<file path="src/rtl/lsa_pkg.sv">
package lsa_pkg;

    localparam int LSA_BYTE_W = 8;
    localparam int LSA_LANES  = 4;

    typedef enum logic [3:0] {
        OP_NONE = 4'd0,
        OP_LB   = 4'd1,
        OP_LBU  = 4'd2,
        OP_LH   = 4'd3,
        OP_LHU  = 4'd4,
        OP_LW   = 4'd5,
        OP_LWL  = 4'd6,
        OP_LWR  = 4'd7,
        OP_SB   = 4'd8,
        OP_SH   = 4'd9,
        OP_SW   = 4'd10,
        OP_SWL  = 4'd11,
        OP_SWR  = 4'd12
    } op_e;

    typedef enum logic [1:0] {
        SZ_BYTE = 2'd0,
        SZ_HALF = 2'd1,
        SZ_WORD = 2'd2
    } size_e;

    typedef enum logic [1:0] {
        MD_PLAIN = 2'd0,
        MD_LEFT  = 2'd1,
        MD_RIGHT = 2'd2
    } mode_e;

    typedef struct packed {
        logic  is_load;
        logic  is_store;
        logic  sext;
        size_e size;
        mode_e mode;
    } op_dec_t;

    function automatic op_dec_t decode_op(input logic [3:0] code);
        op_dec_t d;
        d.is_load  = 1'b0;
        d.is_store = 1'b0;
        d.sext     = 1'b0;
        d.size     = SZ_BYTE;
        d.mode     = MD_PLAIN;
        case (code)
            OP_LB:  begin d.is_load = 1'b1; d.sext = 1'b1; end
            OP_LBU: begin d.is_load = 1'b1; end
            OP_LH:  begin d.is_load = 1'b1; d.sext = 1'b1; d.size = SZ_HALF; end
            OP_LHU: begin d.is_load = 1'b1; d.size = SZ_HALF; end
            OP_LW:  begin d.is_load = 1'b1; d.size = SZ_WORD; end
            OP_LWL: begin d.is_load = 1'b1; d.mode = MD_LEFT; end
            OP_LWR: begin d.is_load = 1'b1; d.mode = MD_RIGHT; end
            OP_SB:  begin d.is_store = 1'b1; end
            OP_SH:  begin d.is_store = 1'b1; d.size = SZ_HALF; end
            OP_SW:  begin d.is_store = 1'b1; d.size = SZ_WORD; end
            OP_SWL: begin d.is_store = 1'b1; d.mode = MD_LEFT; end
            OP_SWR: begin d.is_store = 1'b1; d.mode = MD_RIGHT; end
            default: ;
        endcase
        return d;
    endfunction

endpackage

</file>
<file path="src/rtl/lsa_load_path.sv">
module lsa_load_path
    import lsa_pkg::*;
#(
    parameter int BYTE_W = LSA_BYTE_W,
    parameter int LANES  = LSA_LANES,
    localparam int WORD_W = BYTE_W * LANES,
    localparam int OFS_W  = $clog2(LANES)
) (
    input  op_dec_t           dec,
    input  logic [OFS_W-1:0]  ofs,
    input  logic [WORD_W-1:0] mem_word,
    input  logic [WORD_W-1:0] rt_word,
    output logic [WORD_W-1:0] result
);

    function automatic logic [BYTE_W-1:0] lane_of(input logic [WORD_W-1:0] w, input int idx);
        return w[(LANES-1-idx)*BYTE_W +: BYTE_W];
    endfunction

    logic [BYTE_W-1:0]   sel_byte;
    logic [2*BYTE_W-1:0] sel_half;

    always_comb begin
        int k;
        k        = int'(ofs);
        result   = '0;
        sel_byte = lane_of(mem_word, k);
        sel_half = '0;
        if (k + 1 < LANES) begin
            sel_half = {lane_of(mem_word, k), lane_of(mem_word, k + 1)};
        end
        if (dec.is_load) begin
            case (dec.mode)
                MD_PLAIN: begin
                    case (dec.size)
                        SZ_BYTE: result = {{(WORD_W-BYTE_W){dec.sext & sel_byte[BYTE_W-1]}}, sel_byte};
                        SZ_HALF: result = {{(WORD_W-2*BYTE_W){dec.sext & sel_half[2*BYTE_W-1]}}, sel_half};
                        default: result = mem_word;
                    endcase
                end
                MD_LEFT: begin
                    for (int j = 0; j < LANES; j++) begin
                        if (j + k < LANES) begin
                            result[(LANES-1-j)*BYTE_W +: BYTE_W] = lane_of(mem_word, j + k);
                        end else begin
                            result[(LANES-1-j)*BYTE_W +: BYTE_W] = lane_of(rt_word, j);
                        end
                    end
                end
                MD_RIGHT: begin
                    for (int j = 0; j < LANES; j++) begin
                        if (j >= LANES - 1 - k) begin
                            result[(LANES-1-j)*BYTE_W +: BYTE_W] = lane_of(mem_word, j - (LANES - 1 - k));
                        end else begin
                            result[(LANES-1-j)*BYTE_W +: BYTE_W] = lane_of(rt_word, j);
                        end
                    end
                end
                default: result = '0;
            endcase
        end
    end

endmodule

</file>
<file path="src/rtl/lsa_store_path.sv">
module lsa_store_path
    import lsa_pkg::*;
#(
    parameter int BYTE_W = LSA_BYTE_W,
    parameter int LANES  = LSA_LANES,
    localparam int WORD_W = BYTE_W * LANES,
    localparam int OFS_W  = $clog2(LANES)
) (
    input  op_dec_t           dec,
    input  logic [OFS_W-1:0]  ofs,
    input  logic [WORD_W-1:0] rt_word,
    output logic [WORD_W-1:0] data,
    output logic [LANES-1:0]  be
);

    function automatic logic [BYTE_W-1:0] lane_of(input logic [WORD_W-1:0] w, input int idx);
        return w[(LANES-1-idx)*BYTE_W +: BYTE_W];
    endfunction

    always_comb begin
        int k;
        int src;
        k    = int'(ofs);
        data = '0;
        be   = '0;
        if (dec.is_store) begin
            for (int m = 0; m < LANES; m++) begin
                src = -1;
                case (dec.mode)
                    MD_PLAIN: begin
                        case (dec.size)
                            SZ_BYTE: if (m == k) src = LANES - 1;
                            SZ_HALF: begin
                                if (m == k)     src = LANES - 2;
                                if (m == k + 1) src = LANES - 1;
                            end
                            default: src = m;
                        endcase
                    end
                    MD_LEFT:  if (m >= k) src = m - k;
                    MD_RIGHT: if (m <= k) src = m + LANES - 1 - k;
                    default:  src = -1;
                endcase
                if (src >= 0) begin
                    data[(LANES-1-m)*BYTE_W +: BYTE_W] = lane_of(rt_word, src);
                    be[LANES-1-m] = 1'b1;
                end
            end
        end
    end

endmodule

</file>
<file path="src/rtl/lsa_align_unit.sv">
module lsa_align_unit
    import lsa_pkg::*;
#(
    parameter int BYTE_W = LSA_BYTE_W,
    parameter int LANES  = LSA_LANES,
    localparam int WORD_W = BYTE_W * LANES,
    localparam int OFS_W  = $clog2(LANES)
) (
    input  logic              clk,
    input  logic              rst,
    input  logic [3:0]        op,
    input  logic [OFS_W-1:0]  ofs,
    input  logic [WORD_W-1:0] mem_word,
    input  logic [WORD_W-1:0] rt_word,
    output logic [WORD_W-1:0] ld_data,
    output logic [WORD_W-1:0] st_data,
    output logic [LANES-1:0]  st_be,
    output logic              align_err
);

    op_dec_t           dec;
    logic              misaligned;
    logic [WORD_W-1:0] ld_raw;
    logic [WORD_W-1:0] st_raw;
    logic [LANES-1:0]  be_raw;

    assign dec = decode_op(op);

    always_comb begin
        misaligned = 1'b0;
        if ((dec.is_load || dec.is_store) && dec.mode == MD_PLAIN) begin
            if (dec.size == SZ_HALF) misaligned = ofs[0];
            if (dec.size == SZ_WORD) misaligned = (ofs != '0);
        end
    end

    lsa_load_path #(.BYTE_W(BYTE_W), .LANES(LANES)) u_load (
        .dec      (dec),
        .ofs      (ofs),
        .mem_word (mem_word),
        .rt_word  (rt_word),
        .result   (ld_raw)
    );

    lsa_store_path #(.BYTE_W(BYTE_W), .LANES(LANES)) u_store (
        .dec     (dec),
        .ofs     (ofs),
        .rt_word (rt_word),
        .data    (st_raw),
        .be      (be_raw)
    );

    always_ff @(posedge clk) begin
        if (rst) begin
            ld_data   <= '0;
            st_data   <= '0;
            st_be     <= '0;
            align_err <= 1'b0;
        end else begin
            ld_data   <= misaligned ? '0 : ld_raw;
            st_data   <= misaligned ? '0 : st_raw;
            st_be     <= misaligned ? '0 : be_raw;
            align_err <= misaligned;
        end
    end

endmodule

</file>
<file path="config.mk">
export PLATFORM = sky130hd
export DESIGN_NAME = lsa_align_unit
export DESIGN_NICKNAME = d
export VERILOG_FILES = /design/src/rtl/lsa_pkg.sv /design/src/rtl/lsa_load_path.sv /design/src/rtl/lsa_store_path.sv /design/src/rtl/lsa_align_unit.sv
export SDC_FILE = /design/constraint.sdc
export NUM_CORES = 1
export LEC_CHECK = 0
export ABC_CLOCK_PERIOD_IN_PS = 2800
export BUFFER_PORTS_ARGS = -buffer_cell sky130_fd_sc_hd__buf_4
export CAP_MARGIN = 0
export CORE_AREA = 2 2 177 135
export DETAILED_ROUTE_END_ITERATION = 12
export DIE_AREA = 0 0 179 137
export GPL_ROUTABILITY_DRIVEN = 0
export GPL_TIMING_DRIVEN = 0
export PLACE_DENSITY = 0.59
export SYNTH_ARGS = -nofsm -noshare
export SYNTH_HDL_FRONTEND = slang
export SYNTH_HIERARCHICAL = 1
export SYNTH_SLANG_ARGS = --single-unit
export TNS_END_PERCENT = 50
</file>
<file path="constraint.sdc">
create_clock -name clk -period 2.8 [get_ports clk]
set_input_delay 0.14 -clock clk [delete_from_list [all_inputs] [get_ports clk]]
set_output_delay 0.14 -clock clk [all_outputs]
set_load 0.05 [all_outputs]
</file>
; Word-level counts from Yosys, hierarchy flattened
; Index checks and enable logic that the tools add are counted.
; W data, S select, Z words.
[word_totals]
reg_bits = 69
word_cells = 165
out_inout_bits = 69
in_bits = 72
[classes]
shift = 12
magnitude_cmp = 18
n_bitwise = 8
reduce_logical = 20
n_addsub = 25
n_eq_ne = 22
muxes = 53
[ops]
columns = cell, count
row1 = $mux W32, 22
row2 = $pmux W32 S3, 5
row3 = $shiftx A32 B32 Y8, 11
row4 = $pmux W32 S2, 5
row5 = $sub A3 B29 Y29 const A, 11
row6 = $ge A32 B1 Y1 const B, 4
row7 = $lt A32 B4 Y1 const B, 3
row8 = $eq A3 B32 Y1 const A, 2
row9 = $mux W8, 8
row10 = $logic_not A32 Y1, 1
row11 = $shiftx A32 B6 Y8, 1
row12 = $eq A4 B4 Y1 const B, 5
row13 = $eq A4 B3 Y1 const B, 4
row14 = $mux W16, 1
row15 = $reduce_or A4 Y1, 4
row16 = $sub A3 B2 Y4 const A, 3
row17 = $mux W1, 10
row18 = $reduce_or A3 Y1, 3
row19 = $eq A4 B2 Y1 const B, 2
row20 = $pmux W2 S2, 2
row21 = $reduce_or A2 Y1, 4
row22 = $sub A3 B3 Y4 const A, 2
row23 = $reduce_or A7 Y1, 1
row24 = $add A2 B2 Y3 const A, 2
row25 = other kinds (26), 42

; Logic depth before layout (Yosys ltp)
[depth]
word_depth = 10
mapped_depth = 14
depth_no_buf = 12

; Hierarchy
; Netlist, hierarchy kept.
[modules_own_cells]
columns = mod, area_per_inst_um2, cells_per_inst, n_inst, seq_area_each_um2
row1 = lsa_load_path, 2598.7, 353, 1, 0.0
row2 = lsa_align_unit, 2073.2, 181, 1, 1381.3
row3 = lsa_store_path, 1636.6, 193, 1, 0.0

; Least setup slack after synthesis
; No wires, ideal clock.
[synth_timing]
kind = input -> register
start = input port op[2]
end = register st_data[16]
cell_stages = 10
n_path_buf = 2
path_slack_ns = 0.164
t_arrival_ns = 2.521
required_ns = 2.685
path_cell_list = buf_2 > or3b_2 > a21boi_0 > buf_6 > nand2b_1 > a21oi_1 > a31oi_2 > mux4_2 > and2_1 > and2_1
[synth_lines]
columns = element, line
row1 = "start, declared", lsa_align_unit.sv:11  ; input logic [3:0] op,
row2 = "end signal, assigned", lsa_align_unit.sv:61  ; st_data <= misaligned ? '0 : st_raw;
row3 = "end, declared", lsa_align_unit.sv:16  ; output logic [WORD_W-1:0] st_data,

; Final worst setup path
[layout_timing]
start = input port ofs[0]
end = register ld_data[14]
[layout_via]
elab_chain_len = 6
elab_cells_between_ends = 23
[layout_rtl]
columns = element, line
row1 = "start, declared", lsa_align_unit.sv:12  ; input logic [OFS_W-1:0] ofs,
row2 = $sub A2 B2 Y3, "lsa_load_path.sv:17, lsa_load_path.sv:52, lsa_load_path.sv:53"
row3 = $sub A3 B3 Y4, lsa_load_path.sv:53  ; result[(LANES-1-j)*BYTE_W +: BYTE_W] = lane_of(mem_word, j - (LANES - 1 - k));
row4 = $sub A3 B29 Y29, lsa_load_path.sv:17  ; return w[(LANES-1-idx)*BYTE_W +: BYTE_W];
row5 = $shiftx A32 B32 Y8, lsa_load_path.sv:17
row6 = $mux W8, lsa_load_path.sv:52  ; if (j >= LANES - 1 - k) begin
row7 = $pmux W32 S3, lsa_load_path.sv:33  ; case (dec.mode)
row8 = "end signal, assigned", lsa_align_unit.sv:60  ; ld_data <= misaligned ? '0 : ld_raw;
row9 = "end, declared", lsa_align_unit.sv:15  ; output logic [WORD_W-1:0] ld_data,
; Several ways; a longest one is shown, not always the timed one.
; A chain may end at the register's enable or synchronous reset.

==> results.toml <==
[outcome]
result_of_the_run = "finished, final reports clean"

[worst_setup_path]
critical_path.endpoint_type = "register"
critical_path.max_fanout = 15
crit_chain = "buf_4 -> buf_12 -> buf_12 -> buf_6 -> inv_2 -> ha_1 -> clkbuf_4 -> buf_6 -> mux4_2 -> and2_1 -> a221o_1 -> a32o_1 -> and2_1"
crit_slowest_cell = "sky130_fd_sc_hd__mux4_2"
cp.required_ns = 3.05
startpoint_type = "input port"
crit_path_start = "ofs[0]"
cp_data_arrival_time_ns = 3.00
critical_path.max_stage_delay_ns = 0.34
setup.worst_path.class = "input port to register"

[global_routing]
global_route_wire_length_before_repair_microns = 37080
grt_util_all_layers_pct = 20.35
initial_antenna_violation_count = 0
grt_max_degree = 16
number_of_global_route_vias_before_repair = 6402
gr-total-overflow = 0

[pwr]
switching_share_pct = 35.85
static_leak_nw = 3.472
pwr_density_cell_mw_per_mm2 = 425.2
clock_power_share_pct = 34.2
ir_worst_vdd_uv = 293.1
cellInternalPower_mw = 2.220
power.total_mw = 3.462
p_switching_mw = 1.241
share_seq_of_total_power_pct = 29.7
pwr-share-comb_pct = 36.1

[yosys]
ys.flop_type = "sky130_fd_sc_hd__dfxtp_1"
netlist-cell-type-count = 68
synth_area_sq_mm = 0.006309
synth_warnings = 6
netlist_top_cells_area = "sky130_fd_sc_hd__dfxtp_1 22%, sky130_fd_sc_hd__and2_1 9.0%, sky130_fd_sc_hd__mux2i_1 8.6%"
commonest_cells_in_the_netlist = "95 x sky130_fd_sc_hd__nand2_1, 91 x sky130_fd_sc_hd__and2_1, 69 x sky130_fd_sc_hd__dfxtp_1"
netlist_instances = 727
syn-mean-instance-area_sq_um = 8.678
ys_async_sr_fraction_pct = 0
post-synth-top-area-fraction_pct = 21.90
ys_ff_latch = 69
synth_largest_area_cell = "sky130_fd_sc_hd__dfxtp_1"
mappedNetlistNets = 812
synth_most_common_cell = "sky130_fd_sc_hd__nand2_1"
synth_edf_count = 0
sequential_share_of_the_synthesized_area_pct = 21.90

[cells_and_area]
fillCellCount = 2338
area_growth_pct = 29.06
number_of_nets_in_the_layout = 967
drive_above_1_share_pct = 29.88

[floorplan]
chipWidth_microns = 179
start_util_pct = 27.72
io_pins = 141
design.die.area_sq_mm = 0.02452
fp-row-count = 48
coreArea_sq_mm = 0.02276
die_h_microns = 137

[placement]
dp_hpwl_microns = 19140
portBuffers = 140

[sta]
timing_max_transition_violations_final = 0
setup_viol = 0
worstMarginPinSlew_ns = 0.8519
final_hold_viol_count = 0
final_min_period_over_clock_period_pct = 98.11
rsz0062_at_grt = "no"
relSlewSlack_pct = 42.74
max_freq_mhz = 364.0
period_needed_ns = 2.747
timing.setup.tns_ns = 0

[route]
detail_route.drc_violations = 0
totalWireLength_microns = 25240
route.detailed.wl_per_inst_microns = 21.25
detail_route.vias_per_cell = 5.609
violation_count_after_the_first_detailed_routing_iteration = 786
firstDrtPassIters = 5
ant_nets = 0
routed-via-count = 6663

[clock_tree]
clock_tree_from_tritoncts = "built"
clkTransAtPathRegs_ns = 0.07
clock_sinks = 69
clock_tree.root_cell = "sky130_fd_sc_hd__clkbuf_16"
cts.path.max_buffers = 2
cts_inserted_buffers = 9
cts.htree.levels = 3

[hold_path]
min_from = "op[3]"
min_path_type = "input port to register"

[flow_run]
maxCapViolations = 0
-- state kept, by name, summed over array words and instances (netlist names) --
name,count
st_data,32
ld_data,32
align_err,1
st_be,4
-- cell families after synthesis --
family                     count (synthesis)  synth area share [%]
DFF                                       69                 21.90
buffers and inverters                     77                 6.604
AOI/OAI and AO/OA                        193                 23.78
adders and majority gates                 13                 2.578
and+or+nand+nor                          272                 23.01
muxes                                    103                 22.13
-- worst paths after layout --
check / endpoint / depth (start not counted)
worst min-delay path: align_err / 4
worst max-delay path: ld_data[14] / 13
-- routing by layer --
metal	track usage [%]	vias to the layer above	part of all wire, %	wire [microns]
li1	-	2980	-	-
met4	10.75	0	4.7	1193
met5	0	-	0	0
met2	28.14	450	40	10120
met3	6.278	82	12	3145
met1	27.99	3151	43	10790
-- layout by cell type (no fill, tap or decap), types with 10 or more instances in the layout --
| cell | instances |
|---|---|
| sky130_fd_sc_hd__nand2_1 | 94 |
| sky130_fd_sc_hd__ha_1 | 13 |
| sky130_fd_sc_hd__a22oi_1 | 12 |
| sky130_fd_sc_hd__o211ai_1 | 15 |
| sky130_fd_sc_hd__nand3_1 | 11 |
| sky130_fd_sc_hd__a211oi_2 | 10 |
| sky130_fd_sc_hd__inv_1 | 18 |
| sky130_fd_sc_hd__mux2i_1 | 54 |
| sky130_fd_sc_hd__o22ai_1 | 10 |
| sky130_fd_sc_hd__buf_2 | 14 |
| sky130_fd_sc_hd__mux4_2 | 15 |
| sky130_fd_sc_hd__nor2_1 | 24 |
| sky130_fd_sc_hd__nor2b_1 | 15 |
| sky130_fd_sc_hd__a21oi_1 | 22 |
| sky130_fd_sc_hd__and2_1 | 91 |
| sky130_fd_sc_hd__dfxtp_1 | 69 |
| sky130_fd_sc_hd__a21o_1 | 10 |
| sky130_fd_sc_hd__mux2_2 | 23 |
| sky130_fd_sc_hd__o21ai_0 | 39 |
| sky130_fd_sc_hd__buf_4 | 147 |
| sky130_fd_sc_hd__clkbuf_1 | 19 |
-- area by class of cell --
type / count / area [sq um] / share of cell area [%]
multi-input combinational: 581 / 4542 / 55.79
sequential: 69 / 1381 / 16.97
timing repair buffer: 145 / 1104 / 13.55
tap: 300 / 375.4 / 4.610
buffer: 54 / 352.8 / 4.334
clock buffer: 10 / 229.0 / 2.812
inverter: 22 / 83.83 / 1.030
clock inverter: 6 / 71.32 / 0.8760
antenna: 1 / 2.502 / 0.03074
-- per-stage QoR --
| stage | hold WS [ns] | instance area (sq um) | utilization (%) | cells | setup WS, ns |
|---|---|---|---|---|---|
| 2_1_floorplan | 0.2124 | 6309 | - | 727 | 0.1640 |
| 3_3_place_gp | 0.3218 | 7735 | 33.98 | 1167 | -1.026 |
| 3_5_place_dp | 0.3213 | 7741 | 34.01 | 1167 | -0.7353 |
| 4_1_cts | 0.1959 | 8061 | 35.42 | 1184 | 0.007124 |
| 5_1_grt | 0.2193 | 8139 | 35.76 | 1187 | 0.003567 |
| 6_report | 0.2004 | 8142 | 35.77 | 1188 | 0.05280 |
-- power groups by stage --
stage | Clock [mW] | Sequential, mW | Combinational (mW)
after floorplan | 0 | 1.18 | 0.656
after CTS | 1.21 | 1.03 | 1.20
after global placement | 0 | 1.05 | 1.18
after global routing | 1.25 | 1.03 | 1.32
after detailed placement | 0 | 1.05 | 1.19
final | 1.18 | 1.03 | 1.25
-- worst max-delay path, delay by kind of cell --
kind	cells	cell delay, ns
adder cells (fa/ha/maj)	1	0.32
AO/OA/AOI/OAI	2	0.53
AND/OR/NAND/NOR	2	0.31
buffers and inverters	7	1.33
multiplexers	1	0.34
-- what timing repair did --
item	CTS	global route
hold buffers	1	0
gates cloned	0	0
pin swaps	0	2
gates resized for setup	4	11
endpoints found under the setup margin	27	51
buffers inserted	0	4
endpoints found under the hold margin	1	0
Note: power is estimated with default switching activity, not from simulation.
